<file path="src/rtl/sfs_pkg.sv">
package sfs_pkg;

    localparam int THR_LEAD  = 0;
    localparam int THR_TRAIL = 1;
    localparam int NUM_APPS  = 2;

    typedef struct packed {
        logic [1:0] grant;
        logic       tie_pref;
    } arb_state_t;

endpackage

</file>
<file path="src/rtl/slack_counter.sv">
module slack_counter #(
    parameter int SLACK_W = 12
) (
    input  logic               clk,
    input  logic               rst_n,
    input  logic               lead_commit,
    input  logic               trail_commit,
    output logic [SLACK_W-1:0] slack
);

    localparam logic [SLACK_W-1:0] CEIL = '1;

    logic [SLACK_W-1:0] cnt_d, cnt_q;

    always_comb begin
        cnt_d = cnt_q;
        unique case ({lead_commit, trail_commit})
            2'b10:   if (cnt_q != CEIL) cnt_d = cnt_q + 1'b1;
            2'b01:   if (cnt_q != '0)   cnt_d = cnt_q - 1'b1;
            default: cnt_d = cnt_q;
        endcase
    end

    always_ff @(posedge clk) begin
        if (!rst_n) cnt_q <= '0;
        else        cnt_q <= cnt_d;
    end

    assign slack = cnt_q;

    AST_SLACK_CEIL: assert property (@(posedge clk) disable iff (!rst_n)
        (cnt_q == CEIL && lead_commit && !trail_commit) |=> (cnt_q == CEIL));
    AST_SLACK_FLOOR: assert property (@(posedge clk) disable iff (!rst_n)
        (cnt_q == '0 && trail_commit && !lead_commit) |=> (cnt_q == '0));
    AST_SLACK_HOLD: assert property (@(posedge clk) disable iff (!rst_n)
        (lead_commit == trail_commit) |=> $stable(cnt_q));
    AST_SLACK_STEP_UP: assert property (@(posedge clk) disable iff (!rst_n)
        (lead_commit && !trail_commit && cnt_q != CEIL) |=> (cnt_q == $past(cnt_q) + 1'b1));

endmodule

</file>
<file path="src/rtl/fetch_arbiter.sv">
module fetch_arbiter
    import sfs_pkg::*;
#(
    parameter int SLACK_W = 12,
    parameter int ICNT_W  = 6
) (
    input  logic               clk,
    input  logic               rst_n,
    input  logic [SLACK_W-1:0] slack_lead_app,
    input  logic [SLACK_W-1:0] slack_trail_app,
    input  logic [SLACK_W-1:0] lo_thresh,
    input  logic [SLACK_W-1:0] hi_thresh,
    input  logic [ICNT_W-1:0]  icnt_lead,
    input  logic [ICNT_W-1:0]  icnt_trail,
    input  logic               rdy_lead,
    input  logic               rdy_trail,
    output logic [1:0]         grant
);

    arb_state_t state_d, state_q;
    logic       elig_lead, elig_trail;

    always_comb begin
        elig_lead  = rdy_lead  && (slack_lead_app  <= hi_thresh);
        elig_trail = rdy_trail && (slack_trail_app >= lo_thresh);

        state_d       = state_q;
        state_d.grant = '0;
        if (elig_lead && elig_trail) begin
            if (icnt_lead < icnt_trail) begin
                state_d.grant[THR_LEAD] = 1'b1;
            end else if (icnt_trail < icnt_lead) begin
                state_d.grant[THR_TRAIL] = 1'b1;
            end else begin
                state_d.grant[state_q.tie_pref] = 1'b1;
                state_d.tie_pref                = ~state_q.tie_pref;
            end
        end else if (elig_lead) begin
            state_d.grant[THR_LEAD] = 1'b1;
        end else if (elig_trail) begin
            state_d.grant[THR_TRAIL] = 1'b1;
        end
    end

    always_ff @(posedge clk) begin
        if (!rst_n) state_q <= '0;
        else        state_q <= state_d;
    end

    assign grant = state_q.grant;

    AST_GRANT_ONEHOT: assert property (@(posedge clk) disable iff (!rst_n)
        $onehot0(grant));
    AST_TRAIL_GATE: assert property (@(posedge clk) disable iff (!rst_n)
        (slack_trail_app < lo_thresh) |=> !grant[THR_TRAIL]);
    AST_LEAD_GATE: assert property (@(posedge clk) disable iff (!rst_n)
        (slack_lead_app > hi_thresh) |=> !grant[THR_LEAD]);
    AST_ICOUNT_WIN: assert property (@(posedge clk) disable iff (!rst_n)
        (rdy_lead && rdy_trail && slack_lead_app <= hi_thresh &&
         slack_trail_app >= lo_thresh && icnt_lead < icnt_trail) |=> grant[THR_LEAD]);
    AST_NOT_READY: assert property (@(posedge clk) disable iff (!rst_n)
        (!rdy_lead && !rdy_trail) |=> (grant == 2'b00));

endmodule

</file>
<file path="src/rtl/slack_fetch_sel.sv">
module slack_fetch_sel
    import sfs_pkg::*;
#(
    parameter int SLACK_W = 12,
    parameter int ICNT_W  = 6
) (
    input  logic               clk,
    input  logic               rst_n,
    input  logic               lead_commit_a,
    input  logic               trail_commit_a,
    input  logic               lead_commit_b,
    input  logic               trail_commit_b,
    input  logic [SLACK_W-1:0] lo_thresh,
    input  logic [SLACK_W-1:0] hi_thresh,
    input  logic [ICNT_W-1:0]  icnt_lead,
    input  logic [ICNT_W-1:0]  icnt_trail,
    input  logic               rdy_lead,
    input  logic               rdy_trail,
    output logic [1:0]         grant
);

    logic [NUM_APPS-1:0] lead_c, trail_c;
    logic [SLACK_W-1:0]  slack [NUM_APPS];

    assign lead_c  = {lead_commit_b, lead_commit_a};
    assign trail_c = {trail_commit_b, trail_commit_a};

    for (genvar g = 0; g < NUM_APPS; g++) begin : g_app
        slack_counter #(.SLACK_W(SLACK_W)) u_slack (
            .clk          (clk),
            .rst_n        (rst_n),
            .lead_commit  (lead_c[g]),
            .trail_commit (trail_c[g]),
            .slack        (slack[g])
        );
    end

    // Thread 0 leads application A; thread 1 trails application B.
    fetch_arbiter #(.SLACK_W(SLACK_W), .ICNT_W(ICNT_W)) u_arb (
        .clk             (clk),
        .rst_n           (rst_n),
        .slack_lead_app  (slack[0]),
        .slack_trail_app (slack[1]),
        .lo_thresh       (lo_thresh),
        .hi_thresh       (hi_thresh),
        .icnt_lead       (icnt_lead),
        .icnt_trail      (icnt_trail),
        .rdy_lead        (rdy_lead),
        .rdy_trail       (rdy_trail),
        .grant           (grant)
    );

endmodule

</file>
<file path="config.mk">
export PLATFORM = sky130hd
export DESIGN_NAME = slack_fetch_sel
export DESIGN_NICKNAME = d
export VERILOG_FILES = /design/src/rtl/sfs_pkg.sv /design/src/rtl/slack_counter.sv /design/src/rtl/fetch_arbiter.sv /design/src/rtl/slack_fetch_sel.sv
export SDC_FILE = /design/constraint.sdc
export NUM_CORES = 1
export LEC_CHECK = 0
export BUFFER_PORTS_ARGS = -buffer_cell sky130_fd_sc_hd__clkbuf_2
export CAP_MARGIN = 20
export CORE_AREA = 10 10 84 86
export CTS_BUF_LIST = sky130_fd_sc_hd__clkbuf_8
export DETAILED_ROUTE_END_ITERATION = 16
export DIE_AREA = 0 0 94 96
export PLACE_DENSITY = 0.71
export RECOVER_POWER = 100
export SLEW_MARGIN = 20
export SYNTH_ARGS = -nofsm -noshare
export SYNTH_HDL_FRONTEND = slang
export SYNTH_HIERARCHICAL = 1
export SYNTH_SLANG_ARGS = --single-unit
</file>
<file path="constraint.sdc">
create_clock -name clk -period 2.2 [get_ports clk]
set_input_delay 0 -clock clk [delete_from_list [all_inputs] [get_ports clk]]
set_output_delay 0 -clock clk [all_outputs]
set_load 0.02 [all_outputs]
</file>
# [Yosys cells after proc, flatten, opt, wreduce, memory -nomap -nowiden]
# Index checks and enable logic that the tools add are counted.
[word_totals] ff_bits=27 input_bits=44 word_cells=54
[classes] n_addsub=4 order_cmp=6 n_eq_ne=10 muxes=16 bitwise=3 reduce_logical=11
[ops] operator="$mux W12" count=4
[ops] operator="$pmux W12 S2" count=2
[ops] operator="$add A12 B1 Y12 const B" count=2
[ops] operator="$ne A12 B12 Y1 const B" count=2
[ops] operator="$reduce_bool A12 Y1" count=2
[ops] operator="$sub A12 B1 Y12 const B" count=2
[ops] operator="$ge A12 B12 Y1" count=1
[ops] operator="$le A12 B12 Y1" count=1
[ops] operator="$lt A6 B6 Y1" count=2
[ops] operator="$reduce_and A3 Y1" count=3
[ops] operator="$ne A2 B1 Y1 const B" count=4
[ops] operator="$mux W1" count=7
[ops] operator="$eq A2 B1 Y1 const B" count=2
[ops] operator="$eq A2 B2 Y1 const B" count=2
[ops] operator="$logic_and A1 B1 Y1" count=4
[ops] operator="$mux W2" count=2
[ops] operator="$reduce_bool A2 Y1" count=2
[ops] operator="$not A1 Y1" count=3
[ops] operator="$lt A1 B2 Y1 const B" count=1
[ops] operator="$demux W1 S1" count=1
[ops] operator="$ge A1 B1 Y1 const B" count=1

# [Longest topological paths before layout]
# Gate-level depths: netlist of the first run.
[depth] depth_word=7 mapped_depth=9 depth_no_buf=8

# [Cells and area by module]
# Netlist of the first run, hierarchy kept.
[modules_own_cells] mod="slack_counter" instances=2 cells_per_inst=109 area_per_inst_um2=888.4 seq_area_each_um2=240.2
[modules_own_cells] mod="fetch_arbiter" instances=1 cells_per_inst=116 area_per_inst_um2=878.3 seq_area_each_um2=60.1

# [Worst setup path before layout of the first run]
# Ideal clock, no wire load.
[synth_timing] path_type="reg2reg" start="reg g_app[0].u_slack.cnt_q[1]" end="reg g_app[0].u_slack.cnt_q[10]" setup_ns=0.121 t_arrival_ns=1.888 setup_slack_ns=0.191 path_stages_with_launch=7 path_buffers=1 synth_period_minus_slack_ns=2.009 path_cell_list="dfxtp_1 buf_6 or4_4 o41ai_4 nand2_4 a21boi_1 mux2i_1"
[synth_between] elab_chain_cells=3 word_cells_on_any_way=10
[synth_lines] element="start, declared" line="slack_counter.sv:13" source="logic [SLACK_W-1:0] cnt_d, cnt_q;"
[synth_lines] element="start signal, assigned" line="slack_counter.sv:26" source="else cnt_q <= cnt_d;"
[synth_lines] element="$sub A12 B1 Y12 (tied with other cells)" line="slack_counter.sv:19" source="2'b01: if (cnt_q != '0) cnt_d = cnt_q - 1'b1;"
[synth_lines] element="$mux W12 (tied with other cells)" line="slack_counter.sv:19"
[synth_lines] element="$pmux W12 S2 / $reduce_and A3 Y1 (equally long branches)"
# Parallel ways exist; a longest one is shown, timed or not. The select of a mux whose other input is x is not followed.
# A chain may end at the register's enable or synchronous reset.

# [Worst setup path after layout of the first run]
[layout_timing] start="reg g_app[1].u_slack.cnt_q[11]" end="reg u_arb/state_q[0] (netlist bit)"
[layout_between] elab_chain_cells=4
[layout_lines] element="start, declared" line="slack_counter.sv:13"
[layout_lines] element="start signal, assigned" line="slack_counter.sv:26"
[layout_lines] element="$ge A12 B12 Y1" line="fetch_arbiter.sv:25" source="elig_trail = rdy_trail && (slack_trail_app >= lo_thresh);"
[layout_lines] element="$logic_and A1 B1 Y1" line="fetch_arbiter.sv:25"
[layout_lines] element="$logic_and A1 B1 Y1" line="fetch_arbiter.sv:29" source="if (elig_lead && elig_trail) begin"
[layout_lines] element="$reduce_and A3 Y1 (no line)"
[layout_lines] element="end signal, assigned" line="fetch_arbiter.sv:47" source="else state_q <= state_d;"
[layout_lines] element="end, declared" line="fetch_arbiter.sv:20" source="arb_state_t state_d, state_q;"
# No other way between the ends.

==> results of run 1 <==
[where the power goes]
group / internal (mW) / total [mW] / switching (mW)
logic: 0.340 / 0.727 / 0.386
registers: 0.540 / 0.587 / 0.0471
clock network: 0.125 / 0.277 / 0.152
total: 1.01 / 1.59 / 0.586
[stage by stage]
step                      power (mW)  utilization  hold WS (ns)  setup WS, ns  cells
after floorplan                 1.12            -         0.114         0.191    334
after global placement          1.32        0.568         0.405         0.184    464
after detailed placement        1.34        0.568         0.402         0.133    464
after CTS                       1.62        0.576         0.111         0.124    468
after global routing            1.73        0.572         0.111        0.0535    468
final                           1.59        0.572         0.124         0.101    468
[state kept, by name, indices dropped and copies added, names as in the netlist]
signal	flops
g_app.u_slack/slack	24
u_arb/state_q	1
u_arb/grant	2
[worst min-delay path by stage]
stage | to | start | cells past startpoint
floorplan | u_arb/grant[0]$_SDFF_PN0_ | rst_n | 2
global placement | u_arb/grant[1]$_SDFF_PN0_ | rdy_trail | 3
detailed placement | u_arb/grant[1]$_SDFF_PN0_ | rdy_trail | 3
CTS | u_arb/grant[1]$_SDFF_PN0_ | rdy_trail | 3
global route | u_arb/grant[1]$_SDFF_PN0_ | rdy_trail | 3
finish | u_arb/grant[1]$_SDFF_PN0_ | rdy_trail | 3
[cell type report]
type                       count  area (sq um)  share of cell area
timing repair buffer          70           410               0.133
clock buffer                   3          41.3              0.0134
multi-input combinational    258          1860               0.603
sequential                    27           542               0.175
tap                           72          90.1              0.0292
clock inverter                 1          3.75             0.00122
inverter                      37           139              0.0450
[kinds of logic after synthesis]
family          after synthesis  synth area share
simple gates                142             0.298
buf+inv                      49            0.0862
compound gates               61             0.180
xor+xnor                     12            0.0396
flops                        27             0.204
fa+ha+maj                    32             0.151
mux                          11            0.0415
[synthesized netlist by cell type (3+ instances only)]
cell type / instances
inv_1: 37
ha_1: 32
nand2_1: 31
dfxtp_1: 27
nor2_1: 25
a21oi_1: 17
nand3_1: 16
nand4_1: 13
xnor2_1: 12
mux2i_1: 11
nand2b_1: 11
nor3_1: 9
o21ai_0: 7
a22oi_1: 6
or3_2: 6
a21o_1: 5
buf_4: 4
buf_6: 4
clkbuf_1: 4
or4_2: 4
a41o_1: 3
nor2b_1: 3
[worst max-delay path: cells and delay by family (launching register included)]
family | cells | cell delay (ns)
mux | 1 | 0.14
flops | 1 | 0.37
compound gates | 3 | 0.95
simple gates | 2 | 0.19
fa+ha+maj | 1 | 0.32
[layer usage]
metal  vias up  wire [um]  GRT usage
met2        65       3150      0.259
met1      1204       2990      0.187
li1       1332          -          -
met5         -          0          0
met3        10        372     0.0288
met4         0         91     0.0367
==> impl_metrics.toml, run 1 <==
[outcome]
outcome = "finished clean"

[cells_and_area]
layout.cells.most_common = "clkbuf_2"
diodes = 0
fillers = 524
fin_nets = 473
area_growth_pct = 16.4
layout_common_cells = "clkbuf_2, inv_1, ha_1"
drive_gt1_frac = 0.237
final_cell_area_sq_mm = 0.00309

[floorplanning]
fp.dieH_um = 96
core-area_sq_mm = 0.00541
die_x_um = 94
dieArea_sq_mm = 0.00902
rows = 27
start_util = 0.491
io_pins = 46

[cts]
cts_buffers = 3
clk_path_buf_depth = 2
path_clk_slew_ns = 0.09
post_cts_buffers = 0
cts_max_level = 1
ctsHoldBuffers = 0
clkLatencyLatePin_ns = 0.27
cts_root_buffer = "clkbuf_8"
cts_resized = 0
clock-sinks = 27
tritoncts = "yes"

[placement]
hpwl_um = 5490
io_buffer_count = 45
gp_congestion = 0.934
placed_cell_area_sq_mm = 0.00307

[setup_path]
cp-startpoint = "g_app[1].u_slack/slack[11]$_SDFFE_PN0P_"
cp-endpoint = "u_arb/state_q[0]$_SDFFE_PN0P_"
reg2reg_slack_ns = 0.10
crit_path_max_fanout = 6
cp.arrival_ns = 2.26
path_cells = "ha_1, nand2_1, o21ai_0, a41o_1, o311a_1, nand4bb_1, mux2i_1"
cpMaxStageDelayCell = "o21ai_0"
critPathMaxStageDelay_ns = 0.46
r2r-start = "g_app[1].u_slack/slack[11]$_SDFFE_PN0P_"
startpoint_type = "flop"
worstSetupEndpointType = "flop"
worstRegToRegCells = 7
r2r_end = "u_arb/state_q[0]$_SDFFE_PN0P_"
path_class = "reg -> reg"
required_ns = 2.36

[logic_synthesis]
syn_avg_cell_area_sq_um = 7.95
synth_edf_count = 0
syn_inst = 334
ys_async_sr_fraction = 0
yosysTopAreaCell = "dfxtp_1"
synth_cell_type_count = 50
synth_area_leaders = "dfxtp_1, ha_1, inv_1"
synth_top_cell_area_share = 0.204
syn_area_sq_mm = 0.00266
ys_seq_elements = 27
dominantRegCellSynth = "dfxtp_1"
synth.net_count = 410
ys_seq_area_frac = 0.204
yosys_warnings = 6

[grt]
grt_use_total = 0.150
grt_pass1_wl_um = 11300
overflow = 0
antenna_found_initial = 0
grt_max_degree = 23
first_global_vias = 2572

[routing]
drt_iter0_markers = 126
final_antenna_net_count = 0
wirelength_um = 6600
drc_errors = 0
wl_per_cell_um = 14.1
drt-pass1-iter-count = 4
vias = 2611
via_per_inst = 5.58

[flow_run]
cap_viol_max_count = 0

[timing]
finalClockSkew_ns = 0.00743
tns_ns = 0
rsz0062_at_grt = "false"
worst_pin_slew_ns = 0.574
fin_crit_ns = 2.10
finalHoldViolCount = 0
report.final.slew_viol_count = 0
setup_viol = 0
max_slew_margin = 0.614
min_period_over_period = 0.954
clock.fmax_mhz = 476

[pwr]
power_leakage_nw = 1.56
ir_drop_uv = 284
p_per_area_mw_per_mm2 = 515

[worst_hold_path]
hp-class = "in -> reg"
Power figures use the tool's default switching activity.
==> run 2: changes to the inputs <==
--- a/config.mk
+++ b/config.mk
@@ -7,10 +7,10 @@
 export LEC_CHECK = 0
 export BUFFER_PORTS_ARGS = -buffer_cell sky130_fd_sc_hd__clkbuf_2
 export CAP_MARGIN = 20
-export CORE_AREA = 10 10 84 86
+export CORE_AREA = 10 10 99 74
 export CTS_BUF_LIST = sky130_fd_sc_hd__clkbuf_8
 export DETAILED_ROUTE_END_ITERATION = 16
-export DIE_AREA = 0 0 94 96
+export DIE_AREA = 0 0 109 84
 export PLACE_DENSITY = 0.71
 export RECOVER_POWER = 100
 export SLEW_MARGIN = 20
==> impl_metrics.toml, run 2 (synthesized netlist as in run 1, its figures left out) <==
[setup_path]
r2r_end = "g_app[1].u_slack/slack[7]$_SDFFE_PN0P_"
startpoint_type = "flop"
cpMaxStageDelayCell = "or4_4"
reg2reg_slack_ns = 0.07
critPathMaxStageDelay_ns = 0.61
cp-endpoint = "g_app[1].u_slack/slack[7]$_SDFFE_PN0P_"
r2r-start = "g_app[1].u_slack/slack[1]$_SDFFE_PN0P_"
crit_path_max_fanout = 10
path_cells = "or4_4, o41ai_2, clkbuf_1, o21ai_2, a41o_1, nor2_1"
required_ns = 2.41
path_class = "reg -> reg"
cp-startpoint = "g_app[1].u_slack/slack[1]$_SDFFE_PN0P_"
worstRegToRegCells = 6
worstSetupEndpointType = "flop"
cp.arrival_ns = 2.34

[cts]
clk_path_buf_depth = 2
post_cts_buffers = 0
tritoncts = "yes"
clkLatencyLatePin_ns = 0.27
cts_resized = 0
clock-sinks = 27
ctsHoldBuffers = 0
cts_max_level = 1
path_clk_slew_ns = 0.09
cts_buffers = 3
cts_root_buffer = "clkbuf_8"

[cells_and_area]
layout_common_cells = "clkbuf_2, inv_1, ha_1"
drive_gt1_frac = 0.233
area_growth_pct = 16.2
stdcell_count = 470
layout.cells.most_common = "clkbuf_2"
fin_nets = 472
fillers = 511
diodes = 0
final_cell_area_sq_mm = 0.00309
final_util = 0.556
largest_reg_flops = 24

[floorplanning]
dieArea_sq_mm = 0.00916
start_util = 0.478
fp.dieH_um = 84
core-area_sq_mm = 0.00555
io_pins = 46
die_x_um = 109
rows = 23

[routing]
drc_errors = 0
drt-pass1-iter-count = 4
via_per_inst = 5.60
final_antenna_net_count = 0
drt_iter0_markers = 242
wl_per_cell_um = 14.9
wirelength_um = 7030
vias = 2633

[placement]
hpwl_um = 5850
gp_congestion = 0.958
placed_cell_area_sq_mm = 0.00306
io_buffer_count = 45
dp_worst_setup_slack_ns = 0.169
dpl.cell_count = 466

[timing]
clock.fmax_mhz = 470
rsz0062_at_grt = "false"
fin_crit_ns = 2.13
finalHoldViolCount = 0
hold_slack_ns = 0.115
setup_viol = 0
worst_pin_slew_ns = 0.511
tns_ns = 0
max_slew_margin = 0.658
report.final.slew_viol_count = 0
min_period_over_period = 0.967
finalClockSkew_ns = 0.00225
worst_slack_ns = 0.0726

[worst_hold_path]
hp-class = "in -> reg"

[pwr]
power_leakage_nw = 1.55
p_per_area_mw_per_mm2 = 521
p_int_uw = 998
p_switching_uw = 610
power.sequential.fraction = 0.380
swShare = 0.379
ir_drop_uv = 251
power_mw = 1.61
power_frac_comb = 0.447
clockPowerShare = 0.173

[grt]
antenna_found_initial = 0
grt_pass1_wl_um = 11600
overflow = 0
grt_use_total = 0.151
grt_max_degree = 23
first_global_vias = 2392

[flow_run]
cap_viol_max_count = 0

[outcome]
outcome = "finished clean"
[run 2: metal layers]
layer	wire (um)	track usage
met3	750	0.0440
met2	2770	0.205
met4	51	0.0263
met5	0	0
met1	3450	0.225
[run 2: cell type report]
| cell class | instances | area (sq um) | area share |
|---|---|---|---|
| clock buffer | 3 | 41.3 | 0.0134 |
| clock inverter | 1 | 3.75 | 0.00122 |
| inverter | 37 | 139 | 0.0450 |
| multi-input combinational | 258 | 1870 | 0.607 |
| sequential | 27 | 541 | 0.175 |
| tap | 75 | 93.8 | 0.0304 |
| timing repair buffer | 69 | 393 | 0.127 |
[run 2: worst min-delay path by stage]
stage	start	cells past startpoint	end
after global routing	rdy_trail	3	u_arb/grant[1]$_SDFF_PN0_
after global placement	rdy_trail	3	u_arb/grant[1]$_SDFF_PN0_
final	rdy_trail	3	u_arb/grant[1]$_SDFF_PN0_
after detailed placement	rdy_trail	3	u_arb/grant[1]$_SDFF_PN0_
after CTS	rdy_trail	3	u_arb/grant[1]$_SDFF_PN0_
after floorplan	rst_n	2	u_arb/grant[0]$_SDFF_PN0_
[run 2: power by group through the flow]
stage               clock [mW]  sequential (mW)  combinational [mW]
floorplan                    0            0.603               0.521
global placement             0            0.618               0.715
detailed placement           0            0.620               0.722
CTS                      0.292            0.609               0.727
global route             0.312            0.618               0.799
finish                   0.278            0.611               0.718
[run 2: worst max-delay path, delay by kind of cell (launching register included)]
kind	cells	cell delay, ns
AO/OA/AOI/OAI	3	0.72
flip-flops	1	0.41
AND/OR/NAND/NOR	2	0.70
buffers and inverters	1	0.23
==> run 3: changes to the inputs <==
--- a/config.mk
+++ b/config.mk
@@ -11,7 +11,7 @@
 export CTS_BUF_LIST = sky130_fd_sc_hd__clkbuf_8
 export DETAILED_ROUTE_END_ITERATION = 16
 export DIE_AREA = 0 0 109 84
-export PLACE_DENSITY = 0.71
+export PLACE_DENSITY = 0.74
 export RECOVER_POWER = 100
 export SLEW_MARGIN = 20
 export SYNTH_ARGS = -nofsm -noshare
==> constraint.sdc (replaced) <==
create_clock -name clk -period 1.7 [get_ports clk]
set_input_delay 0 -clock clk [delete_from_list [all_inputs] [get_ports clk]]
set_output_delay 0 -clock clk [all_outputs]
set_load 0.02 [all_outputs]
==> impl_metrics.toml, run 3 (synthesized netlist as in run 1, its figures left out) <==
[outcome]
outcome = "finished with violations"
violations = "negative setup slack"

[routing]
m1WireLength_um = 3950
wl_met3_um = 511
drt-pass1-iter-count = 5
final_antenna_net_count = 0
wl_per_cell_um = 16.4
via_per_inst = 5.61
routed.top_layer = "met4"
drt_iter0_markers = 222
vias = 2797
drc_errors = 0
met2WireLength_um = 3630
wirelength_um = 8190

[timing]
setup_viol = 27
clock.fmax_mhz = 519
tns_ns = -4.45
worst_pin_slew_ns = 0.379
report.final.slew_viol_count = 0
finalHoldViolCount = 0
finalClockSkew_ns = 0.00687
rsz0062_at_grt = "true"
worst_slack_ns = -0.226
fin_crit_ns = 1.93
max_slew_margin = 0.746
min_period_over_period = 1.13

[cts]
path_clk_slew_ns = 0.10
tritoncts = "yes"
clk_path_buf_depth = 2
cts_buffers = 3
cts_root_buffer = "clkbuf_8"
clkLatencyLatePin_ns = 0.28
clock-sinks = 27
cts_max_level = 1

[grt]
grt_max_degree = 16
first_global_vias = 2646
overflow = 0
grt_use_total = 0.165
antenna_found_initial = 0
grt_pass1_wl_um = 12600

[floorplanning]
fp.dieH_um = 84
rows = 23
start_util = 0.478
io_pins = 46
dieArea_sq_mm = 0.00916
core-area_sq_mm = 0.00555
die_x_um = 109

[cells_and_area]
area_growth_pct = 40.7
layout.cells.most_common = "buf_4"
final_cell_area_sq_mm = 0.00374
largest_reg_flops = 24
drive_gt1_frac = 0.448
fillers = 439
diodes = 0
stdcell_count = 499
fin_nets = 501
layout_common_cells = "buf_4, clkbuf_2, inv_1"
final_util = 0.673

[flow_run]
cap_viol_max_count = 0

[worst_hold_path]
hp-class = "in -> reg"

[setup_path]
cp.arrival_ns = 2.13
crit_path_max_fanout = 7
cpMaxStageDelayCell = "or4_4"
worstSetupEndpointType = "flop"
path_class = "reg -> reg"
path_cells = "or4_4, o41ai_4, buf_6, nand2_8, a21boi_4, mux2i_1"
required_ns = 1.90
critPathMaxStageDelay_ns = 0.54
startpoint_type = "flop"

[pwr]
ir_drop_uv = 377
p_per_area_mw_per_mm2 = 656
power_leakage_nw = 1.77

[placement]
placed_cell_area_sq_mm = 0.00329
io_buffer_count = 45
hpwl_um = 6370
gp_congestion = 0.957
dpl.cell_count = 493
dp_worst_setup_slack_ns = -0.245
[run 3: cell types whose count changed in the layout (fill, tap and decap cells not counted), moves of 5 or more]
cell	change
dfxtp_2	+8
nor2_1	-6
a21oi_2	+8
nor2_2	+6
a22oi_1	-5
buf_4	+29
ha_1	-9
ha_4	+8
a21oi_1	-9
dfxtp_1	-12
a22oi_2	+5
o21ai_0	-7
[run 3: metrics by stage]
step	hold WS (ns)	total power, mW
final	0.0927	2.45
after global placement	0.382	1.82
after global routing	0.0885	2.60
after CTS	0.0697	2.30
after detailed placement	0.369	1.85
after floorplan	0.114	1.48
[run 3: path summary, 6_finish.rpt]
kind                                                 from  slack (ns)                                       to  cells after the start
hold / removal                                      rst_n        0.09                u_arb/grant[0]$_SDFF_PN0_                      3
hold reg to reg             u_arb/state_q[0]$_SDFFE_PN0P_        0.51            u_arb/state_q[0]$_SDFFE_PN0P_                      2
setup / recovery  g_app[0].u_slack/slack[10]$_SDFFE_PN0P_       -0.23  g_app[0].u_slack/slack[10]$_SDFFE_PN0P_                      6
setup reg to reg  g_app[0].u_slack/slack[10]$_SDFFE_PN0P_       -0.23  g_app[0].u_slack/slack[10]$_SDFFE_PN0P_                      6
[run 3: cell type report]
type / instances / area (sq um) / area share
repair buffers: 98 / 632 / 0.169
multi-input cells: 258 / 2260 / 0.605
well taps: 75 / 93.8 / 0.0251
inverters: 37 / 139 / 0.0372
clock buffers: 3 / 41.3 / 0.0111
flip-flops and latches: 27 / 566 / 0.151
clock inverters: 1 / 5.00 / 0.00134
[run 3: power by group]
part	internal [mW]	leakage [nW]	switching, mW	total [mW]
registers	0.706	0.226	0.0708	0.777
clock network	0.164	0.0255	0.209	0.373
logic	0.625	1.52	0.676	1.30
total	1.50	1.77	0.955	2.45
[run 3: repair_timing]
action	in CTS	in global routing
gates resized for setup	36	49
hold buffers	0	0
buffers inserted	1	1
gates cloned	0	0
endpoints found under the setup margin	27	27
pin swaps	12	25
[run 3: layer usage]
metal,vias to the layer above,GRT usage
li1,1387,-
met1,1296,0.242
met2,106,0.242
met3,8,0.0301
met4,0,0.0323
met5,-,0
[run 3: critical path, delay by kind of cell, from the launching register on]
| family | cells | cell delay [ns] |
|---|---|---|
| AO/OA/AOI/OAI | 2 | 0.50 |
| buffers and inverters | 1 | 0.20 |
| flip-flops | 1 | 0.38 |
| multiplexers | 1 | 0.16 |
| AND/OR/NAND/NOR | 2 | 0.62 |
